<file path="src/rtl/tape_csr_pkg.sv">
package tape_csr_pkg;
  localparam int CMD_W = 8;
  localparam int STAT_W = 9;

  localparam int CMD_EN_BIT = 7;
  localparam int CMD_UNIT_LSB = 6;
  localparam int CMD_FN_LSB = 3;
  localparam int CMD_IE_BIT = 0;

  localparam int ST_WLE = 8;
  localparam int ST_CRC = 7;
  localparam int ST_TIM = 6;
  localparam int ST_BEOT = 5;
  localparam int ST_EOF = 4;
  localparam int ST_EMPTY = 3;
  localparam int ST_REW = 2;
  localparam int ST_WLK = 1;
  localparam int ST_RDY = 0;

  localparam logic [STAT_W-1:0] ERR_MASK = 9'b1_1111_1000;

  typedef enum logic [2:0] {
    IOP_CLEAR    = 3'd0,
    IOP_SKIP_DF  = 3'd1,
    IOP_SKIP_ERR = 3'd2,
    IOP_SKIP_RDY = 3'd3,
    IOP_LOAD     = 3'd4,
    IOP_SKIP_ANY = 3'd5,
    IOP_GO       = 3'd6,
    IOP_RD_STAT  = 3'd7
  } iot_op_e;

  typedef enum logic [2:0] {
    FN_READ      = 3'd0,
    FN_REWIND    = 3'd1,
    FN_WRITE     = 3'd2,
    FN_SP_RFILE  = 3'd3,
    FN_WR_GAP    = 3'd4,
    FN_SP_RBLK   = 3'd5,
    FN_CRC       = 3'd6,
    FN_SP_FFILE  = 3'd7
  } tape_fn_e;

  function automatic logic fn_writes(tape_fn_e f);
    return (f == FN_WRITE) || (f == FN_WR_GAP);
  endfunction
endpackage

</file>
<file path="src/rtl/tape_csr_cmd_reg.sv">
module tape_csr_cmd_reg
  import tape_csr_pkg::*;
(
  input  logic             clk_i,
  input  logic             rst_ni,
  input  logic             clr_i,
  input  logic             load_i,
  input  logic [CMD_W-1:0] data_i,
  output logic [CMD_W-1:0] cmd_o
);
  logic [CMD_W-1:0] cmd_q;

  always_ff @(posedge clk_i or negedge rst_ni) begin
    if (!rst_ni) begin
      cmd_q <= '0;
    end else if (clr_i) begin
      cmd_q <= '0;
    end else if (load_i) begin
      cmd_q <= data_i;
    end
  end

  assign cmd_o = cmd_q;
endmodule

</file>
<file path="src/rtl/tape_csr_unit_sel.sv">
module tape_csr_unit_sel #(
  parameter int NUM_DRIVES = 2,
  parameter int UNIT_W = 1
) (
  input  logic [UNIT_W-1:0]     sel_unit_i,
  input  logic [NUM_DRIVES-1:0] present_i,
  input  logic [NUM_DRIVES-1:0] wprot_i,
  input  logic [NUM_DRIVES-1:0] busy_i,
  output logic                  any_busy_o,
  output logic [UNIT_W-1:0]     cur_unit_o,
  output logic                  cur_present_o,
  output logic                  cur_wprot_o,
  output logic                  cur_busy_o
);
  logic [UNIT_W-1:0] cur_unit;

  // lowest-numbered busy drive wins; otherwise the selected drive
  always_comb begin
    cur_unit = sel_unit_i;
    for (int i = NUM_DRIVES - 1; i >= 0; i--) begin
      if (busy_i[i]) cur_unit = UNIT_W'(i);
    end
  end

  assign any_busy_o    = |busy_i;
  assign cur_unit_o    = cur_unit;
  assign cur_present_o = present_i[cur_unit];
  assign cur_wprot_o   = wprot_i[cur_unit];
  assign cur_busy_o    = busy_i[cur_unit];
endmodule

</file>
<file path="src/rtl/tape_csr_status.sv">
module tape_csr_status
  import tape_csr_pkg::*;
(
  input  logic              clk_i,
  input  logic              rst_ni,
  input  logic              clr_i,
  input  logic              start_i,
  input  logic              abort_i,
  input  logic              rewind_i,
  input  logic              df_set_i,
  input  logic              df_clr_i,
  input  logic              crc_set_i,
  input  logic              eof_set_i,
  input  logic              beot_set_i,
  input  logic              enable_i,
  input  logic              cur_present_i,
  input  logic              cur_wprot_i,
  input  logic              cur_busy_i,
  output logic [STAT_W-1:0] vis_stat_o,
  output logic              df_o
);
  logic wle_q, crc_q, tim_q, beot_q, eof_q, rew_q, df_q;
  logic wle_d, crc_d, tim_d, beot_d, eof_d, rew_d, df_d;

  always_comb begin
    wle_d  = wle_q;
    crc_d  = crc_q;
    tim_d  = tim_q;
    beot_d = beot_q;
    eof_d  = eof_q;
    rew_d  = rew_q;
    df_d   = df_q;

    if (start_i || abort_i) begin
      wle_d = 1'b0;
      crc_d = 1'b0;
      tim_d = 1'b0;
      eof_d = 1'b0;
      rew_d = 1'b0;
    end
    if (abort_i) begin
      wle_d = 1'b1;
    end
    if (start_i) begin
      beot_d = 1'b0;
      rew_d  = rewind_i;
    end

    if (df_clr_i) df_d = 1'b0;
    if (df_set_i) begin
      if (df_q && !df_clr_i) tim_d = 1'b1;
      df_d = 1'b1;
    end

    // sequencer events take precedence over start clearing
    if (crc_set_i)  crc_d  = 1'b1;
    if (eof_set_i)  eof_d  = 1'b1;
    if (beot_set_i) beot_d = 1'b1;
  end

  always_ff @(posedge clk_i or negedge rst_ni) begin
    if (!rst_ni) begin
      wle_q  <= 1'b0;
      crc_q  <= 1'b0;
      tim_q  <= 1'b0;
      beot_q <= 1'b0;
      eof_q  <= 1'b0;
      rew_q  <= 1'b0;
      df_q   <= 1'b0;
    end else if (clr_i) begin
      wle_q  <= 1'b0;
      crc_q  <= 1'b0;
      tim_q  <= 1'b0;
      beot_q <= 1'b0;
      eof_q  <= 1'b0;
      rew_q  <= 1'b0;
      df_q   <= 1'b0;
    end else begin
      wle_q  <= wle_d;
      crc_q  <= crc_d;
      tim_q  <= tim_d;
      beot_q <= beot_d;
      eof_q  <= eof_d;
      rew_q  <= rew_d;
      df_q   <= df_d;
    end
  end

  logic              empty, rew_vis, wlk, rdy;
  logic [STAT_W-1:0] raw_stat;

  // rewinding is shown only while the tracked drive is loaded and moving
  assign empty   = !cur_present_i;
  assign rew_vis = rew_q && cur_present_i && cur_busy_i;
  assign wlk     = empty || cur_wprot_i || rew_vis;
  assign rdy     = !cur_busy_i;

  always_comb begin
    raw_stat           = '0;
    raw_stat[ST_WLE]   = wle_q;
    raw_stat[ST_CRC]   = crc_q;
    raw_stat[ST_TIM]   = tim_q;
    raw_stat[ST_BEOT]  = beot_q;
    raw_stat[ST_EOF]   = eof_q;
    raw_stat[ST_EMPTY] = empty;
    raw_stat[ST_REW]   = rew_vis;
    raw_stat[ST_WLK]   = wlk;
    raw_stat[ST_RDY]   = rdy;
  end

  assign vis_stat_o = enable_i ? raw_stat : '0;
  assign df_o       = df_q;
endmodule

</file>
<file path="src/rtl/tape_csr_host_dec.sv">
module tape_csr_host_dec
  import tape_csr_pkg::*;
(
  input  logic              valid_i,
  input  logic [2:0]        op_i,
  input  logic [CMD_W-1:0]  data_i,
  input  logic [STAT_W-1:0] vis_stat_i,
  input  logic              df_i,
  input  logic              ie_i,
  output logic [CMD_W-1:0]  rd_data_o,
  output logic              skip_o,
  output logic              irq_o
);
  logic err_any, rdy, empty;

  assign err_any = |(vis_stat_i & ERR_MASK);
  assign rdy     = vis_stat_i[ST_RDY];
  assign empty   = vis_stat_i[ST_EMPTY];

  always_comb begin
    skip_o    = 1'b0;
    rd_data_o = data_i;
    if (valid_i) begin
      unique case (iot_op_e'(op_i))
        IOP_SKIP_DF:  skip_o = df_i;
        IOP_SKIP_ERR: skip_o = err_any;
        IOP_SKIP_RDY: skip_o = rdy && !empty;
        IOP_SKIP_ANY: skip_o = df_i || err_any || rdy;
        IOP_LOAD:     rd_data_o = ~data_i;
        IOP_RD_STAT:  rd_data_o = vis_stat_i[CMD_W-1:0];
        default:      skip_o = 1'b0;
      endcase
    end
  end

  assign irq_o = ie_i && (df_i || err_any || rdy);
endmodule

</file>
<file path="src/rtl/tape_csr.sv">
module tape_csr
  import tape_csr_pkg::*;
#(
  parameter int NUM_DRIVES = 2,
  localparam int UNIT_W = (NUM_DRIVES > 1) ? $clog2(NUM_DRIVES) : 1
) (
  input  logic                  clk_i,
  input  logic                  rst_ni,
  input  logic                  iot_valid_i,
  input  logic [2:0]            iot_op_i,
  input  logic [7:0]            host_data_i,
  input  logic [NUM_DRIVES-1:0] drv_present_i,
  input  logic [NUM_DRIVES-1:0] drv_wprot_i,
  input  logic [NUM_DRIVES-1:0] drv_busy_i,
  input  logic                  df_set_i,
  input  logic                  crc_err_i,
  input  logic                  eof_i,
  input  logic                  beot_i,
  output logic [7:0]            rd_data_o,
  output logic                  skip_o,
  output logic                  irq_o,
  output logic                  go_start_o,
  output logic                  go_cont_o,
  output logic [2:0]            go_fn_o,
  output logic [UNIT_W-1:0]     go_unit_o
);
  logic [CMD_W-1:0]  cmd_q;
  logic [STAT_W-1:0] vis_stat;
  logic              df_q;
  logic              op_clear, op_load, op_go;
  logic              any_busy, cur_present, cur_wprot, cur_busy;
  logic [UNIT_W-1:0] cur_unit, sel_unit;
  tape_fn_e          cmd_fn;
  logic              start_try, wr_block, start_ok, abort, cont;

  assign op_clear = iot_valid_i && (iot_op_e'(iot_op_i) == IOP_CLEAR);
  assign op_load  = iot_valid_i && (iot_op_e'(iot_op_i) == IOP_LOAD);
  assign op_go    = iot_valid_i && (iot_op_e'(iot_op_i) == IOP_GO);

  tape_csr_cmd_reg i_cmd (
    .clk_i  (clk_i),
    .rst_ni (rst_ni),
    .clr_i  (op_clear),
    .load_i (op_load),
    .data_i (host_data_i),
    .cmd_o  (cmd_q)
  );

  assign sel_unit = cmd_q[CMD_UNIT_LSB +: UNIT_W];
  assign cmd_fn   = tape_fn_e'(cmd_q[CMD_FN_LSB +: 3]);

  tape_csr_unit_sel #(
    .NUM_DRIVES (NUM_DRIVES),
    .UNIT_W     (UNIT_W)
  ) i_unit_sel (
    .sel_unit_i    (sel_unit),
    .present_i     (drv_present_i),
    .wprot_i       (drv_wprot_i),
    .busy_i        (drv_busy_i),
    .any_busy_o    (any_busy),
    .cur_unit_o    (cur_unit),
    .cur_present_o (cur_present),
    .cur_wprot_o   (cur_wprot),
    .cur_busy_o    (cur_busy)
  );

  // with nothing busy the tracked drive is the selected one
  assign start_try = op_go && !any_busy && cmd_q[CMD_EN_BIT] && cur_present;
  assign wr_block  = fn_writes(cmd_fn) && cur_wprot;
  assign start_ok  = start_try && !wr_block;
  assign abort     = start_try && wr_block;
  assign cont      = op_go && any_busy;

  tape_csr_status i_status (
    .clk_i         (clk_i),
    .rst_ni        (rst_ni),
    .clr_i         (op_clear),
    .start_i       (start_ok),
    .abort_i       (abort),
    .rewind_i      (cmd_fn == FN_REWIND),
    .df_set_i      (df_set_i),
    .df_clr_i      (op_go),
    .crc_set_i     (crc_err_i),
    .eof_set_i     (eof_i),
    .beot_set_i    (beot_i),
    .enable_i      (cmd_q[CMD_EN_BIT]),
    .cur_present_i (cur_present),
    .cur_wprot_i   (cur_wprot),
    .cur_busy_i    (cur_busy),
    .vis_stat_o    (vis_stat),
    .df_o          (df_q)
  );

  tape_csr_host_dec i_host_dec (
    .valid_i    (iot_valid_i),
    .op_i       (iot_op_i),
    .data_i     (host_data_i),
    .vis_stat_i (vis_stat),
    .df_i       (df_q),
    .ie_i       (cmd_q[CMD_IE_BIT]),
    .rd_data_o  (rd_data_o),
    .skip_o     (skip_o),
    .irq_o      (irq_o)
  );

  logic              go_start_q, go_cont_q;
  logic [2:0]        go_fn_q;
  logic [UNIT_W-1:0] go_unit_q;

  always_ff @(posedge clk_i or negedge rst_ni) begin
    if (!rst_ni) begin
      go_start_q <= 1'b0;
      go_cont_q  <= 1'b0;
      go_fn_q    <= '0;
      go_unit_q  <= '0;
    end else begin
      go_start_q <= start_ok;
      go_cont_q  <= cont;
      if (start_ok || cont) begin
        go_fn_q   <= cmd_fn;
        go_unit_q <= sel_unit;
      end
    end
  end

  assign go_start_o = go_start_q;
  assign go_cont_o  = go_cont_q;
  assign go_fn_o    = go_fn_q;
  assign go_unit_o  = go_unit_q;
endmodule

</file>
<file path="config.mk">
export PLATFORM = sky130hd
export DESIGN_NAME = tape_csr
export DESIGN_NICKNAME = d
export VERILOG_FILES = /design/src/rtl/tape_csr_pkg.sv /design/src/rtl/tape_csr_cmd_reg.sv /design/src/rtl/tape_csr_unit_sel.sv /design/src/rtl/tape_csr_status.sv /design/src/rtl/tape_csr_host_dec.sv /design/src/rtl/tape_csr.sv
export SDC_FILE = /design/constraint.sdc
export NUM_CORES = 1
export LEC_CHECK = 0
export ABC_CLOCK_PERIOD_IN_PS = 2700
export CORE_MARGIN = 2
export CORE_UTILIZATION = 49
export DETAILED_ROUTE_END_ITERATION = 8
export PLACE_DENSITY = 0.86
export SKIP_CTS_REPAIR_TIMING = 1
export SLEW_MARGIN = 15
export SYNTH_ARGS = -nofsm -noshare
export SYNTH_HDL_FRONTEND = slang
export SYNTH_HIERARCHICAL = 1
export SYNTH_SLANG_ARGS = --single-unit
</file>
<file path="constraint.sdc">
create_clock -name clk_i -period 2.7 [get_ports clk_i]
set_input_delay 0.675 -clock clk_i [delete_from_list [all_inputs] [get_ports clk_i]]
set_output_delay 0.675 -clock clk_i [all_outputs]
set_load 0.02 [all_outputs]
</file>
==> results.toml, run 1 <==
[timing]
min_period_ns = 2.77
worst_slew_pin_slew_ns = 0.851
fin_worst_setup_slack_ns = -0.0697
final.setup_skew_ns = 0.00941
layout_worst_path_cycle_share_pct = 103
max_transition_margin_pct = 43.1
setup_repair_after_global_routing_missed_its_margin = "yes"
fin_tns_setup_ns = -0.146
finalMaxSlewViolations = 0
report.final.hold_viol_count = 0
max_freq_mhz = 361
setup_violations = 3

[finish]
fin_area_sq_um = 2070
antenna_cells = 0
nets = 256
filler_cell_count = 195
final_layout_size_suffix_gt1_share_pct = 31.2
multiInputGateArea_sq_um = 913
final_util_pct = 73.8
synthToLayoutAreaGrowth_pct = 39.5
regArea_sq_um = 475

[setup_path]
regToRegEndpoint = "go_unit_o$_DFFE_PN0P_"
crit_chain = "clkdlybuf4s50_1 > buf_12 > nand2_1 > nor3_2 > a21oi_2 > nand2_1 > clkbuf_2"
timing.critical_path.required_ns = 2.03
worst_ep_arrival_time_ns = 2.09
worstSetupStartpoint = "iot_op_i[0]"
timing.critical_path.fanout_max = 37
slowest_stage = "clkdlybuf4s50_1"
critPathKind = "in -> out"
regToRegSetupSlack_ns = 0.68
timing.critical_path.from_type = "input port"
timing.rr.start = "i_cmd/cmd_o[6]$_DFFE_PN0P_"
reg2reg_depth = 7
timing.critical_path.mode_cell = "nand2_1"
critical_path.endpoint_type = "output pin"
critical_path.max_stage_delay_ns = 0.50

[power]
power_report.internal_total_w = 0.000555
pwr_density_cell_nw_per_um2 = 417
clockPowerShare_pct = 16.9
comb_power_share_pct = 42.2
irDropWorstVdd_mv = 0.336
switching_power_w = 0.000309
switching_share_pct = 35.7
p_leak_nw = 0.949
p_seq_share_pct = 40.9

[logic_synthesis]
syn_area_per_cell_sq_um = 8.34
mappedNetlistArea_sq_um = 1480
synth-warning-count = 6
synthesis.instances = 178
mappedNetlistNets = 202

[clock_tree]
clkTransAtPathRegs_ns = 0.12
htree_levels = 1
tritoncts_clock_tree = "built"
cts_made_buffers = 3
cts_buffer_depth = 2
cts-root-buf = "clkbuf_4"
clkLatencyLatePin_ns = 0.30
cts_sinks = 19

[route]
ant_nets = 0
routed_wirelength_um = 3920
wl_per_cell_um = 15.0
mean_number_of_vias_per_cell = 5.55
iteration_0_drc_count_of_the_detailed_router = 82
drt-pass1-iter-count = 4
detail_route.drc_violations = 0
vias = 1454

[placement]
placedInstanceArea_sq_um = 2010
dpl.hpwl_um = 2960
gp_congestion = 0.815
numPortBuffers = 39

[die]
ioPinCount = 40
dieWidth_um = 59.0
die_extent_in_y_um = 59.0
die_area_sq_um = 3480
initial_utilization_pct = 52.9
num_rows = 19
fp.coreArea_sq_um = 2810

[grt]
grt_first_pass_wirelength_um = 6020
grt_start_max_net_pins = 38
groute.usage.overall_pct = 22.0
grt_pass1_vias = 1359
grt_antenna_before_repair = 0
grt.overflow.total = 0

[run_status]
outcome = "complete, but fails checks"
violations = "setup timing"

[run]
timing.max_cap.violations = 0

[hold_path]
min_delay_worst_endpoint = "go_fn_o[1]$_DFFE_PN0P_"
startpoint_of_the_worst_hold_path = "go_fn_o[1]$_DFFE_PN0P_"
hold_path.class = "reg -> reg"
hold_path_depth = 1
## layout by cell type, fill, tap and decap left out, types with 2 or more instances in the layout
master,count
nand2_1,32
clkdlybuf4s50_1,25
buf_4,24
dfrtp_1,19
inv_1,17
a21oi_1,15
nor2_1,10
nor3_2,9
o22ai_1,7
mux2i_1,6
clkbuf_2,6
and2_1,5
mux2_2,4
o211ai_2,4
o211ai_1,4
nand2b_1,4
clkbuf_4,3
or3b_2,3
nor3b_1,2
buf_12,2
mux2_4,2
buf_6,2
dlymetal6s2s_1,2
## worst max-delay path, delay by kind of cell
family,cells,cell delay [ns]
AND/OR/NAND/NOR,3,0.50
buffers and inverters,3,0.86
AO/OA/AOI/OAI,1,0.05
## layer usage
metal	GRT usage, %	part of all wire (%)
met3	1.97	4.5
met5	0	0
met1	29.5	43
met4	4.87	0.77
met2	38.7	52
## flip-flops by register name (all words and copies together), names as in the netlist
| register | count |
|---|---|
| i_status/beot_q | 1 |
| i_status/crc_q | 1 |
| i_status/rew_q | 1 |
| i_cmd/cmd_o | 6 |
| go_cont_o | 1 |
| i_status/df_o | 1 |
| i_status/tim_q | 1 |
| go_unit_o | 1 |
| i_status/wle_q | 1 |
| i_status/eof_q | 1 |
| go_fn_o | 3 |
| go_start_o | 1 |
## power by group through the flow
stage	sequential, W	clock, W	combinational [W]
finish	0.000353	0.000146	0.000364
global route	0.000358	0.000164	0.000393
CTS	0.000353	0.000150	0.000358
detailed placement	0.000359	0	0.000357
global placement	0.000355	0	0.000344
floorplan	0.000371	0	0.000174
## cell type report
cell class                      instances  share of cell area [%]
Timing Repair Buffer                   61                    26.5
Sequential cell                        19                    23.0
Inverter                               17                    3.08
Clock buffer                            3                    1.09
Multi-Input combinational cell        130                    44.1
Clock inverter                          1                   0.363
Tap cell                               31                    1.87
## per-stage QoR
stage | setup WS (ns) | hold slack [ns] | instances | power [W]
CTS | -0.807 | 0.530 | 262 | 0.000862
floorplan | 0.188 | 0.379 | 178 | 0.000546
detailed placement | -0.806 | 0.499 | 258 | 0.000716
global placement | -0.758 | 0.495 | 258 | 0.000699
global route | -0.134 | 0.541 | 262 | 0.000915
finish | -0.0697 | 0.527 | 262 | 0.000864
## how the worst max path moves through the flow
stage	end	cells past startpoint	slack, ns
6_report	skip_o	7	-0.07
5_1_grt	skip_o	7	-0.13
4_1_cts	skip_o	8	-0.81
3_5_place_dp	skip_o	8	-0.81
3_3_place_gp	skip_o	8	-0.76
2_1_floorplan	skip_o	7	0.19
Note: power is estimated with default switching activity, not from simulation.
==> run 2: changes to the inputs <==
--- a/config.mk
+++ b/config.mk
@@ -11,6 +11,7 @@
 export DETAILED_ROUTE_END_ITERATION = 8
 export PLACE_DENSITY = 0.86
 export SKIP_CTS_REPAIR_TIMING = 1
+export SKIP_LAST_GASP = 1
 export SLEW_MARGIN = 15
 export SYNTH_ARGS = -nofsm -noshare
 export SYNTH_HDL_FRONTEND = slang
==> results.toml, run 2 (same netlist as run 1, synthesis figures left out) <==
[power]
clockPowerShare_pct = 17.0
switching_share_pct = 35.8
p_leak_nw = 0.946
p_seq_share_pct = 40.9
irDropWorstVdd_mv = 0.336
pwr_density_cell_nw_per_um2 = 419
power.total_w = 0.000864
comb_power_share_pct = 42.1
switching_power_w = 0.000310
power_report.internal_total_w = 0.000555

[setup_path]
critPathKind = "in -> out"
timing.critical_path.required_ns = 2.03
timing.rr.start = "i_cmd/cmd_o[6]$_DFFE_PN0P_"
reg2reg_depth = 7
timing.critical_path.fanout_max = 37
critical_path.endpoint_type = "output pin"
regToRegEndpoint = "go_unit_o$_DFFE_PN0P_"
regToRegSetupSlack_ns = 0.69
timing.critical_path.from_type = "input port"
endpoint = "skip_o"
worstSetupStartpoint = "iot_op_i[0]"
worst_ep_arrival_time_ns = 2.12

[die]
die_area_sq_um = 3480
initial_utilization_pct = 52.9
die_extent_in_y_um = 59.0
num_rows = 19
dieWidth_um = 59.0
fp.coreArea_sq_um = 2810
ioPinCount = 40

[clock_tree]
cts_made_buffers = 3
tritoncts_clock_tree = "built"
cts-root-buf = "clkbuf_4"
clkTransAtPathRegs_ns = 0.12
cts_sinks = 19
cts_buffer_depth = 2
clkLatencyLatePin_ns = 0.30
htree_levels = 1

[timing]
min_period_ns = 2.80
finalMaxSlewViolations = 0
max_freq_mhz = 357
worst_slew_pin_slew_ns = 0.857
layout_worst_path_cycle_share_pct = 104
setup_repair_after_global_routing_missed_its_margin = "yes"
fin_worst_setup_slack_ns = -0.0981
setup_violations = 3
report.final.hold_viol_count = 0
final.setup_skew_ns = 0.00794
max_transition_margin_pct = 42.7

[finish]
nets = 256
antenna_cells = 0
multiInputGateArea_sq_um = 908
layout.cells.most_common_list = "nand2_1 (32), clkdlybuf4s50_1 (25), buf_4 (24), dfrtp_1 (19), inv_1 (17)"
fin_area_sq_um = 2060
synthToLayoutAreaGrowth_pct = 39.1
final_layout_size_suffix_gt1_share_pct = 30.7
filler_cell_count = 193
largest_register_ff_count = 6
layout.cells.most_common = "nand2_1"
regArea_sq_um = 475

[run_status]
violations = "setup timing"
outcome = "complete, but fails checks"

[placement]
gp_congestion = 0.815
placedInstanceArea_sq_um = 2010
dpl.hpwl_um = 2960
numPortBuffers = 39

[hold_path]
hold_path.class = "reg -> reg"

[grt]
grt_start_max_net_pins = 38
grt_first_pass_wirelength_um = 6020
groute.usage.overall_pct = 22.0
grt_antenna_before_repair = 0
grt.overflow.total = 0
grt_pass1_vias = 1359

[route]
wl_per_cell_um = 14.8
mean_number_of_vias_per_cell = 5.66
iteration_0_drc_count_of_the_detailed_router = 84
drt-pass1-iter-count = 4
vias = 1482
routed_wirelength_um = 3890
ant_nets = 0
detail_route.drc_violations = 0

[run]
timing.max_cap.violations = 0
-- run 2: cell counts in the layout (fill, tap and decap cells not counted) --
Identical to the previous run, type by type.
-- run 2: worst min path at each step --
| stage | start | end | slack [ns] | cells past startpoint |
|---|---|---|---|---|
| 2_1_floorplan | rst_ni | go_cont_o$_DFF_PN0_ | 0.38 | 0 |
| 3_3_place_gp | go_fn_o[0]$_DFFE_PN0P_ | go_fn_o[0]$_DFFE_PN0P_ | 0.49 | 1 |
| 3_5_place_dp | go_fn_o[2]$_DFFE_PN0P_ | go_fn_o[2]$_DFFE_PN0P_ | 0.50 | 1 |
| 4_1_cts | go_fn_o[1]$_DFFE_PN0P_ | go_fn_o[1]$_DFFE_PN0P_ | 0.53 | 1 |
| 5_1_grt | go_fn_o[1]$_DFFE_PN0P_ | go_fn_o[1]$_DFFE_PN0P_ | 0.54 | 1 |
| 6_report | go_fn_o[1]$_DFFE_PN0P_ | go_fn_o[1]$_DFFE_PN0P_ | 0.53 | 1 |
-- run 2: per-layer routing --
metal	vias up	track usage [%]	routed length, um
met5	-	0	0
met4	0	4.87	38
met3	6	1.97	220
met2	53	38.7	2010
met1	697	29.5	1610
li1	726	-	-
-- run 2: critical path: stages --
cell and delay [ns]:
clkdlybuf4s50_1 0.50, buf_12 0.21, nand2_1 0.11, nor3_1 0.32, a21oi_2 0.06, nand2_1 0.08, clkbuf_2 0.16
-- run 2: power groups by stage --
stage | clock, W | sequential [W] | combinational [W]
2_1_floorplan | 0 | 0.000371 | 0.000174
3_3_place_gp | 0 | 0.000355 | 0.000344
3_5_place_dp | 0 | 0.000359 | 0.000357
4_1_cts | 0.000150 | 0.000353 | 0.000358
5_1_grt | 0.000164 | 0.000358 | 0.000391
6_report | 0.000147 | 0.000353 | 0.000364
-- run 2: area by class of cell --
class	instances	area share, %
multi-input combinational	130	44.0
timing repair buffer	61	26.5
sequential	19	23.0
inverter	17	3.09
tap	31	1.88
clock buffer	3	1.09
clock inverter	1	0.364
-- run 2: stage by stage --
stage	hold WS [ns]	instances	TNS (ns)	util [%]	setup WS (ns)
5_1_grt	0.541	262	-0.345	73.6	-0.159
6_report	0.527	262	-0.182	73.6	-0.0981
3_5_place_dp	0.499	258	-6.03	71.8	-0.806
2_1_floorplan	0.379	178	0	-	0.188
3_3_place_gp	0.495	258	-5.27	71.8	-0.758
4_1_cts	0.530	262	-5.73	72.9	-0.807
